`src/rtl/pgs_pkg.sv`:
```
package pgs_pkg;

  typedef enum logic [3:0] {
    ST_RUN    = 4'd0,
    ST_ISO    = 4'd1,
    ST_SAVE   = 4'd2,
    ST_HOLD   = 4'd3,
    ST_PDN    = 4'd4,
    ST_OFF    = 4'd5,
    ST_PUP    = 4'd6,
    ST_REST   = 4'd7,
    ST_UNHOLD = 4'd8,
    ST_ERR    = 4'd9
  } pg_state_e;

  typedef struct packed {
    logic iso;
    logic save;
    logic hold;
    logic sw;
    logic rest;
    logic busy;
    logic err;
  } pg_ctl_t;

  function automatic pg_ctl_t pg_decode(pg_state_e s);
    pg_ctl_t c;
    c = '0;
    case (s)
      ST_RUN:    begin c.sw = 1'b1; end
      ST_ISO:    begin c.iso = 1'b1; c.sw = 1'b1; c.busy = 1'b1; end
      ST_SAVE:   begin c.iso = 1'b1; c.save = 1'b1; c.sw = 1'b1; c.busy = 1'b1; end
      ST_HOLD:   begin c.iso = 1'b1; c.hold = 1'b1; c.sw = 1'b1; c.busy = 1'b1; end
      ST_PDN:    begin c.iso = 1'b1; c.hold = 1'b1; c.busy = 1'b1; end
      ST_OFF:    begin c.iso = 1'b1; c.hold = 1'b1; end
      ST_PUP:    begin c.iso = 1'b1; c.hold = 1'b1; c.sw = 1'b1; c.busy = 1'b1; end
      ST_REST:   begin c.iso = 1'b1; c.hold = 1'b1; c.sw = 1'b1; c.rest = 1'b1; c.busy = 1'b1; end
      ST_UNHOLD: begin c.iso = 1'b1; c.sw = 1'b1; c.busy = 1'b1; end
      ST_ERR:    begin c.iso = 1'b1; c.hold = 1'b1; c.err = 1'b1; end
      default:   begin c.iso = 1'b1; c.hold = 1'b1; c.err = 1'b1; end
    endcase
    return c;
  endfunction

endpackage

```
`src/rtl/pgs_wait_timer.sv`:
```
module pgs_wait_timer #(
  parameter int TW = 8
) (
  input  logic          clk,
  input  logic          rst,
  input  logic          waiting,
  input  logic [TW-1:0] limit,
  output logic          expired
);

  logic [TW-1:0] cnt_q;
  logic [TW:0]   cnt_inc;

  assign cnt_inc = {1'b0, cnt_q} + {{TW{1'b0}}, 1'b1};
  assign expired = waiting && (cnt_inc >= {1'b0, limit});

  always_ff @(posedge clk) begin
    if (rst || !waiting) cnt_q <= '0;
    else if (!expired)   cnt_q <= cnt_q + 1'b1;
  end

  // a running count never exceeds the limit it is compared to
  assert_cnt_bound_R9: assert property (@(posedge clk) disable iff (rst)
    waiting |-> ({1'b0, cnt_q} < {1'b0, limit}) || (limit == '0));

endmodule

```
`src/rtl/pgs_seq_fsm.sv`:
```
module pgs_seq_fsm
  import pgs_pkg::*;
#(
  parameter int TW = 8
) (
  input  logic          clk,
  input  logic          rst,
  input  logic          sleep_req,
  input  logic          wake_req,
  input  logic [TW-1:0] limit,
  input  logic          sw_ack,
  output pg_ctl_t       ctl
);

  pg_state_e state_q, state_d;
  logic      waiting, expired;

  assign waiting = (state_q == ST_PDN && sw_ack) || (state_q == ST_PUP && !sw_ack);

  pgs_wait_timer #(.TW(TW)) timer_i (
    .clk     (clk),
    .rst     (rst),
    .waiting (waiting),
    .limit   (limit),
    .expired (expired)
  );

  always_comb begin
    state_d = state_q;
    case (state_q)
      ST_RUN:    if (sleep_req) state_d = ST_ISO;
      ST_ISO:    state_d = ST_SAVE;
      ST_SAVE:   state_d = ST_HOLD;
      ST_HOLD:   state_d = ST_PDN;
      ST_PDN:    if (!sw_ack) state_d = ST_OFF;
                 else if (expired) state_d = ST_ERR;
      ST_OFF:    if (wake_req) state_d = ST_PUP;
      ST_PUP:    if (sw_ack) state_d = ST_REST;
                 else if (expired) state_d = ST_ERR;
      ST_REST:   state_d = ST_UNHOLD;
      ST_UNHOLD: state_d = ST_RUN;
      ST_ERR:    state_d = ST_ERR;
      default:   state_d = ST_ERR;
    endcase
  end

  always_ff @(posedge clk) begin
    if (rst) begin
      state_q <= ST_RUN;
      ctl     <= pg_decode(ST_RUN);
    end else begin
      state_q <= state_d;
      ctl     <= pg_decode(state_d);
    end
  end

  assert_save_under_iso_R2: assert property (@(posedge clk) disable iff (rst)
    ctl.save |-> ctl.iso && ctl.sw && !ctl.hold);
  assert_save_single_R2: assert property (@(posedge clk) disable iff (rst)
    ctl.save |=> !ctl.save && ctl.hold);
  assert_restore_powered_R3: assert property (@(posedge clk) disable iff (rst)
    ctl.rest |-> ctl.sw && sw_ack && ctl.hold && ctl.iso);
  assert_restore_single_R3: assert property (@(posedge clk) disable iff (rst)
    ctl.rest |=> !ctl.rest && !ctl.hold && ctl.iso);
  assert_hold_while_off_R7: assert property (@(posedge clk) disable iff (rst)
    (!ctl.sw && $past(!ctl.sw)) |-> ctl.hold && ctl.iso && $stable(ctl.hold) && $stable(ctl.iso));
  assert_busy_start_R8: assert property (@(posedge clk) disable iff (rst)
    $rose(ctl.busy) |-> $past(state_q == ST_RUN || state_q == ST_OFF));
  assert_err_sticky_R9: assert property (@(posedge clk) disable iff (rst)
    ctl.err |=> ctl.err && !ctl.busy);

endmodule

```
`src/rtl/pgs_ret_bank.sv`:
```
module pgs_ret_bank #(
  parameter int                NREG    = 4,
  parameter int                W       = 8,
  parameter logic [NREG*W-1:0] RST_VAL = '0,
  localparam int               AW      = (NREG > 1) ? $clog2(NREG) : 1
) (
  input  logic              clk,
  input  logic              rst,
  input  logic              pwr_good,
  input  logic              save,
  input  logic              restore,
  input  logic              wr_en,
  input  logic [AW-1:0]     wr_idx,
  input  logic [W-1:0]      wr_data,
  output logic [NREG*W-1:0] regs_o
);

  logic [NREG-1:0][W-1:0] live_q;
  logic [NREG-1:0][W-1:0] shad_q;

  for (genvar g = 0; g < NREG; g++) begin : g_reg
    // domain-side register: loses content when unpowered
    always_ff @(posedge clk) begin
      if (rst || !pwr_good)                    live_q[g] <= RST_VAL[g*W +: W];
      else if (restore)                        live_q[g] <= shad_q[g];
      else if (wr_en && wr_idx == AW'(g))      live_q[g] <= wr_data;
    end
    // always-on shadow copy
    always_ff @(posedge clk) begin
      if (rst)       shad_q[g] <= RST_VAL[g*W +: W];
      else if (save) shad_q[g] <= live_q[g];
    end
  end

  assign regs_o = live_q;

  assert_restore_copy_R6: assert property (@(posedge clk) disable iff (rst)
    (restore && pwr_good) |=> regs_o == $past(shad_q));

endmodule

```
`src/rtl/pgs_iso_clamp.sv`:
```
module pgs_iso_clamp #(
  parameter int               WIDTH = 32,
  parameter logic [WIDTH-1:0] CLAMP = '0
) (
  input  logic             iso,
  input  logic [WIDTH-1:0] din,
  output logic [WIDTH-1:0] dout
);

  for (genvar b = 0; b < WIDTH; b++) begin : g_bit
    if (CLAMP[b]) begin : g_hi
      assign dout[b] = din[b] | iso;
    end else begin : g_lo
      assign dout[b] = din[b] & ~iso;
    end
  end

endmodule

```
`src/rtl/pgs_top.sv`:
```
module pgs_top
  import pgs_pkg::*;
#(
  parameter int                NREG    = 4,
  parameter int                W       = 8,
  parameter int                TW      = 8,
  parameter logic [NREG*W-1:0] RST_VAL = 32'hC300FF5A,
  localparam int               AW      = (NREG > 1) ? $clog2(NREG) : 1
) (
  input  logic              clk,
  input  logic              rst,
  input  logic              sleep_req,
  input  logic              wake_req,
  input  logic [TW-1:0]     to_limit,
  input  logic              sw_ack,
  input  logic              wr_en,
  input  logic [AW-1:0]     wr_idx,
  input  logic [W-1:0]      wr_data,
  output logic              iso_en,
  output logic              save_p,
  output logic              ret_hold,
  output logic              sw_en,
  output logic              restore_p,
  output logic              busy,
  output logic              err,
  output logic [NREG*W-1:0] dom_q,
  output logic [NREG*W-1:0] dom_out
);

  pg_ctl_t ctl;

  pgs_seq_fsm #(.TW(TW)) fsm_i (
    .clk       (clk),
    .rst       (rst),
    .sleep_req (sleep_req),
    .wake_req  (wake_req),
    .limit     (to_limit),
    .sw_ack    (sw_ack),
    .ctl       (ctl)
  );

  pgs_ret_bank #(.NREG(NREG), .W(W), .RST_VAL(RST_VAL)) bank_i (
    .clk      (clk),
    .rst      (rst),
    .pwr_good (sw_ack),
    .save     (ctl.save),
    .restore  (ctl.rest),
    .wr_en    (wr_en),
    .wr_idx   (wr_idx),
    .wr_data  (wr_data),
    .regs_o   (dom_q)
  );

  pgs_iso_clamp #(.WIDTH(NREG*W), .CLAMP(RST_VAL)) clamp_i (
    .iso  (ctl.iso),
    .din  (dom_q),
    .dout (dom_out)
  );

  assign iso_en    = ctl.iso;
  assign save_p    = ctl.save;
  assign ret_hold  = ctl.hold;
  assign sw_en     = ctl.sw;
  assign restore_p = ctl.rest;
  assign busy      = ctl.busy;
  assign err       = ctl.err;

  assert_clamp_value_R4: assert property (@(posedge clk) disable iff (rst)
    iso_en |-> dom_out == RST_VAL);
  assert_pass_through_R4: assert property (@(posedge clk) disable iff (rst)
    !iso_en |-> dom_out == dom_q);
  assert_off_reset_R5: assert property (@(posedge clk) disable iff (rst)
    !sw_ack |=> dom_q == RST_VAL);

endmodule

```
`config.mk`:
```
export PLATFORM = sky130hd
export DESIGN_NAME = pgs_top
export DESIGN_NICKNAME = d
export VERILOG_FILES = /design/src/rtl/pgs_pkg.sv /design/src/rtl/pgs_wait_timer.sv /design/src/rtl/pgs_seq_fsm.sv /design/src/rtl/pgs_ret_bank.sv /design/src/rtl/pgs_iso_clamp.sv /design/src/rtl/pgs_top.sv
export SDC_FILE = /design/constraint.sdc
export NUM_CORES = 1
export LEC_CHECK = 0
export ABC_AREA = 0
export BUFFER_PORTS_ARGS = -buffer_cell sky130_fd_sc_hd__buf_2
export CAP_MARGIN = 40
export CORE_UTILIZATION = 34
export CTS_CLUSTER_DIAMETER = 50
export DETAILED_ROUTE_END_ITERATION = 10
export GPL_TIMING_DRIVEN = 0
export SLEW_MARGIN = 10
export SYNTH_ARGS = -nofsm -noshare
export SYNTH_HDL_FRONTEND = slang
export SYNTH_SLANG_ARGS = --single-unit
```
`constraint.sdc`:
```
create_clock -name clk -period 3.33 [get_ports clk]
set_input_delay 0.333 -clock clk [delete_from_list [all_inputs] [get_ports clk]]
set_output_delay 0.333 -clock clk [all_outputs]
set_load 0.02 [all_outputs]
```
After elaboration in Yosys (flattened, before gate mapping)
Cells that the tools add are included.
W data, S select, Z words.
{"block": "word_totals", "latchBits": 0, "out_inout_bits": 71, "memories": 0, "romBits": 0, "mem_bits_rw": 0, "in_bits": 24, "reg_bits": 83, "word_cells": 116}
{"block": "classes", "mul": 0, "n_reduce_logical": 23, "n_lt_le_gt_ge": 1, "bitwise_logic": 33, "n_addsub": 2, "n_shift": 0, "n_eq_ne": 19, "div": 0, "mux": 21}
{"cell": "$mux W8", "count": 8}
{"cell": "$pmux W4 S9", "count": 1}
{"cell": "$eq A4 B3 Y1 const B", "count": 8}
{"cell": "$mux W4", "count": 5}
{"cell": "$and A1 B1 Y1", "count": 16}
{"cell": "$eq A4 B2 Y1 const B", "count": 4}
{"cell": "$or A1 B1 Y1", "count": 16}
{"cell": "$reduce_or A7 Y1", "count": 2}
{"cell": "$add A8 B1 Y9 const B", "count": 1}
{"cell": "$ge A9 B8 Y1", "count": 1}
{"cell": "$reduce_or A9 Y1", "count": 1}
{"cell": "$add A8 B1 Y8 const B", "count": 1}
{"cell": "$eq A4 B1 Y1 const B", "count": 2}
{"cell": "$eq A4 B4 Y1 const B", "count": 2}
{"cell": "$logic_not A4 Y1", "count": 2}
{"cell": "$reduce_bool A2 Y1", "count": 4}
{"cell": "$logic_and A1 B1 Y1", "count": 7}
{"cell": "$mux W1", "count": 7}
{"cell": "$eq A2 B2 Y1 const B", "count": 2}
{"cell": "$reduce_or A4 Y1", "count": 1}
{"cell": "$logic_or A1 B1 Y1", "count": 3}
{"cell": "$eq A2 B1 Y1 const B", "count": 1}
{"cell": "$logic_not A1 Y1", "count": 2}
{"cell": "$logic_not A2 Y1", "count": 1}
{"cell": "$not A1 Y1", "count": 1}

Logic depth before layout (Yosys ltp)
{"block": "logic_depth", "ltp_word": 10, "mapped_depth": 13, "mapped_depth_nobuf": 11}

Hierarchy
From an unflattened synthesis, not the netlist that was laid out.
{"block": "unflattened", "hier_cells": 455, "hier_area_um2": 4166.5}
{"mod": "pgs_ret_bank", "cells_each": 268, "instances": 1, "seq_area_each_um2": 1281.2, "area_each_um2": 2596.2}
{"mod": "pgs_wait_timer", "cells_each": 84, "instances": 1, "seq_area_each_um2": 160.2, "area_each_um2": 693.2}
{"mod": "pgs_seq_fsm", "cells_each": 68, "instances": 1, "seq_area_each_um2": 220.2, "area_each_um2": 646.9}
{"mod": "pgs_iso_clamp", "cells_each": 35, "instances": 1, "seq_area_each_um2": 0.0, "area_each_um2": 230.2}

Worst setup path after synthesis
OpenSTA, ideal clock, no wires.
{"block": "synth_timing", "path_type": "reg-to-reg", "startpoint": "register fsm_i.timer_i.cnt_q[0]", "endpoint": "register fsm_i.timer_i.cnt_q[6]", "n_path_buf": 2, "synth_period_minus_slack_ps": 2594, "setup_time_ps": 70, "arrival_time_ps": 2524, "stages_incl_launch_ff": 14, "setup_slack_ps": 736, "required_ps": 3260, "path_cell_list": "dfxtp_1 > ha_1 > and3_1 > buf_6 > nand3_1 > xnor2_1 > ha_1 > a21oi_1 > o22ai_1 > a21oi_2 > buf_2 > nand2_1 > or3_1 > a21oi_1"}
{"block": "synth_between", "elab_chain_cells": 3, "elab_cells_between_ends": 4, "classes_between": "add/sub (2); order compare (1); reduce/logical (1)"}
{"element": "from (decl)", "line_no": "pgs_wait_timer.sv:11", "text": "logic [TW-1:0] cnt_q;"}
{"element": "from (signal assigned)", "line_no": "pgs_wait_timer.sv:19", "text": "else if (!expired) cnt_q <= cnt_q + 1'b1;"}
{"element": "$add A8 B1 Y9", "line_no": "pgs_wait_timer.sv:14", "text": "assign cnt_inc = {1'b0, cnt_q} + {{TW{1'b0}}, 1'b1};"}
{"element": "named net fsm_i.timer_i.cnt_inc[6]", "line_no": "pgs_wait_timer.sv:12", "text": "logic [TW:0] cnt_inc;"}
{"element": "$ge A9 B8 Y1", "line_no": "pgs_wait_timer.sv:15", "text": "assign expired = waiting && (cnt_inc >= {1'b0, limit});"}
{"element": "$logic_and A1 B1 Y1", "line_no": "pgs_wait_timer.sv:15"}
The timed path passes the listed nets, and every way through them passes these cells.
A chain may end at the register's enable or synchronous reset.

Final worst setup path
{"block": "layout_timing", "startpoint": "register fsm_i.timer_i.cnt_q[0]", "endpoint": "register fsm_i.ctl[1] (netlist name)"}
{"block": "layout_between", "elab_chain_cells": 9, "elab_cells_between_ends": 16, "classes_between": "add/sub (1); order compare (1); eq/ne (7); mux (5); reduce/logical (2)"}
{"element": "$add A8 B1 Y9 *", "line_no": "pgs_wait_timer.sv:14"}
{"element": "named net fsm_i.timer_i.cnt_inc[6]", "line_no": "pgs_wait_timer.sv:12"}
{"element": "$ge A9 B8 Y1 *", "line_no": "pgs_wait_timer.sv:15"}
{"element": "$logic_and A1 B1 Y1 *", "line_no": "pgs_wait_timer.sv:15"}
{"element": "$mux W4 *", "line_no": "pgs_seq_fsm.sv:36, pgs_seq_fsm.sv:39"}
{"element": "$mux W4, on equally long branches", "line_no": "pgs_seq_fsm.sv:38, pgs_seq_fsm.sv:35"}
{"element": "$pmux W4 S9 *", "line_no": "pgs_seq_fsm.sv:30", "text": "case (state_q)"}
{"element": "$eq A4 B3 Y1 (tied with other cells)", "line_no": "pgs_pkg.sv:29", "text": "case (s)"}
{"element": "$reduce_or A7 Y1 (no source line) *"}
{"element": "$mux W1 *", "line_no": "pgs_pkg.sv:29"}
Mark *: on every way through the listed nets, which the timed path passes. The rest lies on a longest branch.

==> results.yml <==
worst_setup_path:
  cp.depth: 13
  worstPathRequired_ns: 3.56
  critPathLaunchType: "register"
  crit_arrival_ns: 3.19
  endpoint_kind: "register"
  critical-path-slowest-cell: "dfxtp_1"
  crit_top_cell: "ha_1"
  r2r_start: "fsm_i.timer_i.cnt_q[0]"
  crit_chain: "ha_1 > and3_1 > buf_6 > nand3_1 > xnor2_1 > ha_1 > a21oi_1 > o22ai_1 > a21oi_2 > buf_2 > a31o_2 > nor3_1 > a2111oi_4"
  reg2reg_to: "fsm_i.ctl[1]"
  r2r_slack_ns: 0.36
  r2r.worst_path.cells: 13
  max_stage_delay_ns: 0.40
  path_delay_family: "compound AO/OA/AOI/OAI gates"
  critPathBufInv: 2
  cp_max_fo: 10
  critPathLaunch: "fsm_i.timer_i.cnt_q[0]"
  endpoint: "fsm_i.ctl[1]"
  criticalPathCategory: "register to register"
logic_synthesis:
  synth_fa_ha_area_frac: 0.0282
  synth_top_family_by_area: "simple AND/OR/NAND/NOR gates"
  syn_area_um2: 3990
  synth_ff_type: "dfxtp_1"
  synth_seq_cells: 83
  synth.avg_cell_area_um2: 8.84
  yosys_warnings: 0
  synth_top_area_cell: "dfxtp_1"
  synthXorXnorAreaFrac: 0.0307
  synthArstFlopShare: 0
  synth_top_area_share: 0.417
  synthCells: 451
  synth_compound_gate_area_share: 0.193
  synth_nets: 484
  synthMuxAreaShare: 0.0678
  ys_seq_area_frac: 0.417
  ys_top_cells_by_area: "dfxtp_1 (42%), mux2i_1 (6.8%), nor2b_1 (6.4%), nor2_1 (6.1%), a211o_1 (3.5%)"
  ys_types: 51
  synth-simple-area-share: 0.219
  synth_edf_count: 0
run_status:
  status: "finished, final reports clean"
timing:
  setup_violations: 0
  clock.fmax_ghz: 0.337
  post-route-period-util: 0.891
  skew_ns: 0.00483
  relSlewSlack: 0.388
  finalSetupTns_ns: 0
  worst_pin_slew_ns: 0.914
  rsz0062_at_grt: "no"
  hold_violations: 0
  period_needed_ns: 2.97
  finalMaxSlewViolations: 0
flow_run:
  maxCapViolCount: 0
finish:
  layout.nets: 588
  fill_cells: 1195
  area_growth_pct: 23.7
  diodes: 0
  layout-drive-gt1-share: 0.255
routing:
  wl_per_cell_um: 14.9
  via_count: 3593
  vias_per_cell: 5.11
  drt_iter0_drc: 149
  first_pass_iters: 5
  drc: 0
  postRouteAntennaNets: 0
  routed_wl_mm: 10.5
placement:
  place_congestion: 0.820
  dp_hpwl_mm: 7.68
  portBuffers: 92
global_route:
  antenna_found_initial: 0
  grt_max_degree: 14
  grt_pass1_vias: 3224
  gr-total-overflow: 0
  grt_util_all_layers: 0.177
  grt_pass1_wl_mm: 16.4
cts:
  cts_resized: 0
  hold_buffers: 0
  max-clock-path-buffers: 2
  post-cts-setup-buffers: 0
  clock_latency_ns: 0.33
  cts.sinks: 83
  cts_tree: "done"
  cts.htree.levels: 3
  cts-root-buf: "clkbuf_16"
  cts_inserted_buffers: 9
  cts.clk_slew.worst_paths_ns: 0.06
floorplanning:
  io_pins: 95
  initial_core_util: 0.349
  rows: 39
  die_h_um: 110
  die_x_um: 110
  core_area_um2: 11400
  fp.dieArea_um2: 12200
worst_hold_path:
  hold_path.class: "input pin to register"
pwr:
  peakVddDrop_mv: 0.258
  leakage_nw: 2.02
  p_total_mw: 2.43
  powerDensity_nw_per_um2: 492
==> cell families (layout without fill, tap and decap cells) <==
| group | after synthesis | in the layout |
|---|---|---|
| AND/OR/NAND/NOR | 171 | 171 |
| buffers and inverters | 41 | 150 |
| multiplexers | 27 | 27 |
| flip-flops | 83 | 83 |
| adder cells (fa/ha/maj) | 9 | 9 |
| XOR/XNOR | 14 | 14 |
| AO/OA/AOI/OAI | 106 | 106 |
==> layer usage <==
layer  vias up  share of wire  track usage
met3        11          0.047       0.0247
met2       113           0.47        0.289
met1      1691           0.46        0.236
li1       1778              -            -
met5         -              0            0
met4         0          0.017       0.0639
==> per-stage QoR <==
stage	instance area (um2)	setup slack, ns	hold WS [ns]	util	std cells
floorplan	3990	0.736	0.449	-	451
global placement	4630	0.430	0.462	0.405	686
detailed placement	4640	0.375	0.476	0.406	687
CTS	4930	0.357	0.279	0.432	703
global route	4930	0.137	0.289	0.432	703
finish	4930	0.363	0.282	0.432	703
==> registers in the layout (all words and copies together), names as in the netlist <==
signal and count:
fsm_i.state_q 4, fsm_i.ctl 7, bank_i.regs_o 32, bank_i.shad_q 32, fsm_i.timer_i.cnt_q 8
==> worst register-to-register path: cells and delay by family, from the launching register on <==
family	cells	cell delay (ns)
AOI/OAI and AO/OA	5	0.99
adders and majority gates	2	0.51
xor gates and xnor gates	1	0.16
and+or+nand+nor	3	0.38
DFF	1	0.40
buffers and inverters	2	0.42
==> worst min path at each step <==
stage / slack [ns] / start / end / depth (start not counted)
6_report: 0.28 / wr_data[7] / bank_i.regs_o[7] / 3
5_1_grt: 0.29 / wr_data[0] / bank_i.regs_o[0] / 3
4_1_cts: 0.28 / wr_data[7] / bank_i.regs_o[7] / 3
3_5_place_dp: 0.48 / fsm_i.timer_i.cnt_q[1] / fsm_i.timer_i.cnt_q[1] / 2
3_3_place_gp: 0.46 / bank_i.shad_q[22] / bank_i.regs_o[22] / 2
2_1_floorplan: 0.45 / fsm_i.timer_i.cnt_q[1] / fsm_i.timer_i.cnt_q[1] / 2
==> layout by cell type, fill, tap and decap left out, types with 2 or more instances in the layout <==
cell	instances
xnor2_1	4
nor3_1	3
buf_6	2
nor2b_1	41
clkbuf_16	9
nand3_1	9
xor2_1	10
nand2b_1	2
clkinvlp_4	2
buf_1	7
ha_1	9
nor4_1	2
buf_4	3
clkbuf_1	19
nand2_1	20
a211oi_1	15
inv_1	11
a22oi_1	8
a31o_2	2
nand3b_1	2
mux2i_1	27
and3_1	2
o21ai_0	21
a211o_1	16
a31oi_1	4
buf_2	94
nor2_1	65
a21oi_1	23
dfxtp_1	83
or2_2	17
o21bai_1	3
==> cells in the mapped netlist, drive strengths merged (8+ instances only) <==
master	count
a22oi	8
dfxtp	83
mux2i	27
ha	9
or2	17
buf	13
a21oi	25
clkbuf	17
o21ai	21
a211oi	15
nand3	9
nor2b	41
inv	11
a211o	16
nor2	66
nand2	20
xor2	10
==> final cells by class <==
class,count,area [um2],share of cell area
well taps,143,179,0.0363
repair buffers,93,468,0.0949
clock inverters,4,50.0,0.0101
flip-flops and latches,83,1660,0.337
multi-input cells,327,2150,0.436
clock buffers,12,246,0.0500
plain buffers,30,138,0.0279
inverters,11,41.3,0.00837
==> power breakdown <==
part / leakage (nW) / internal (mW) / switching (mW)
logic: 1.21 / 0.141 / 0.224
clock network: 0.139 / 0.601 / 0.388
registers: 0.673 / 1.04 / 0.0322
total: 2.02 / 1.78 / 0.644
No activity file was read; power rests on OpenSTA's default activity.
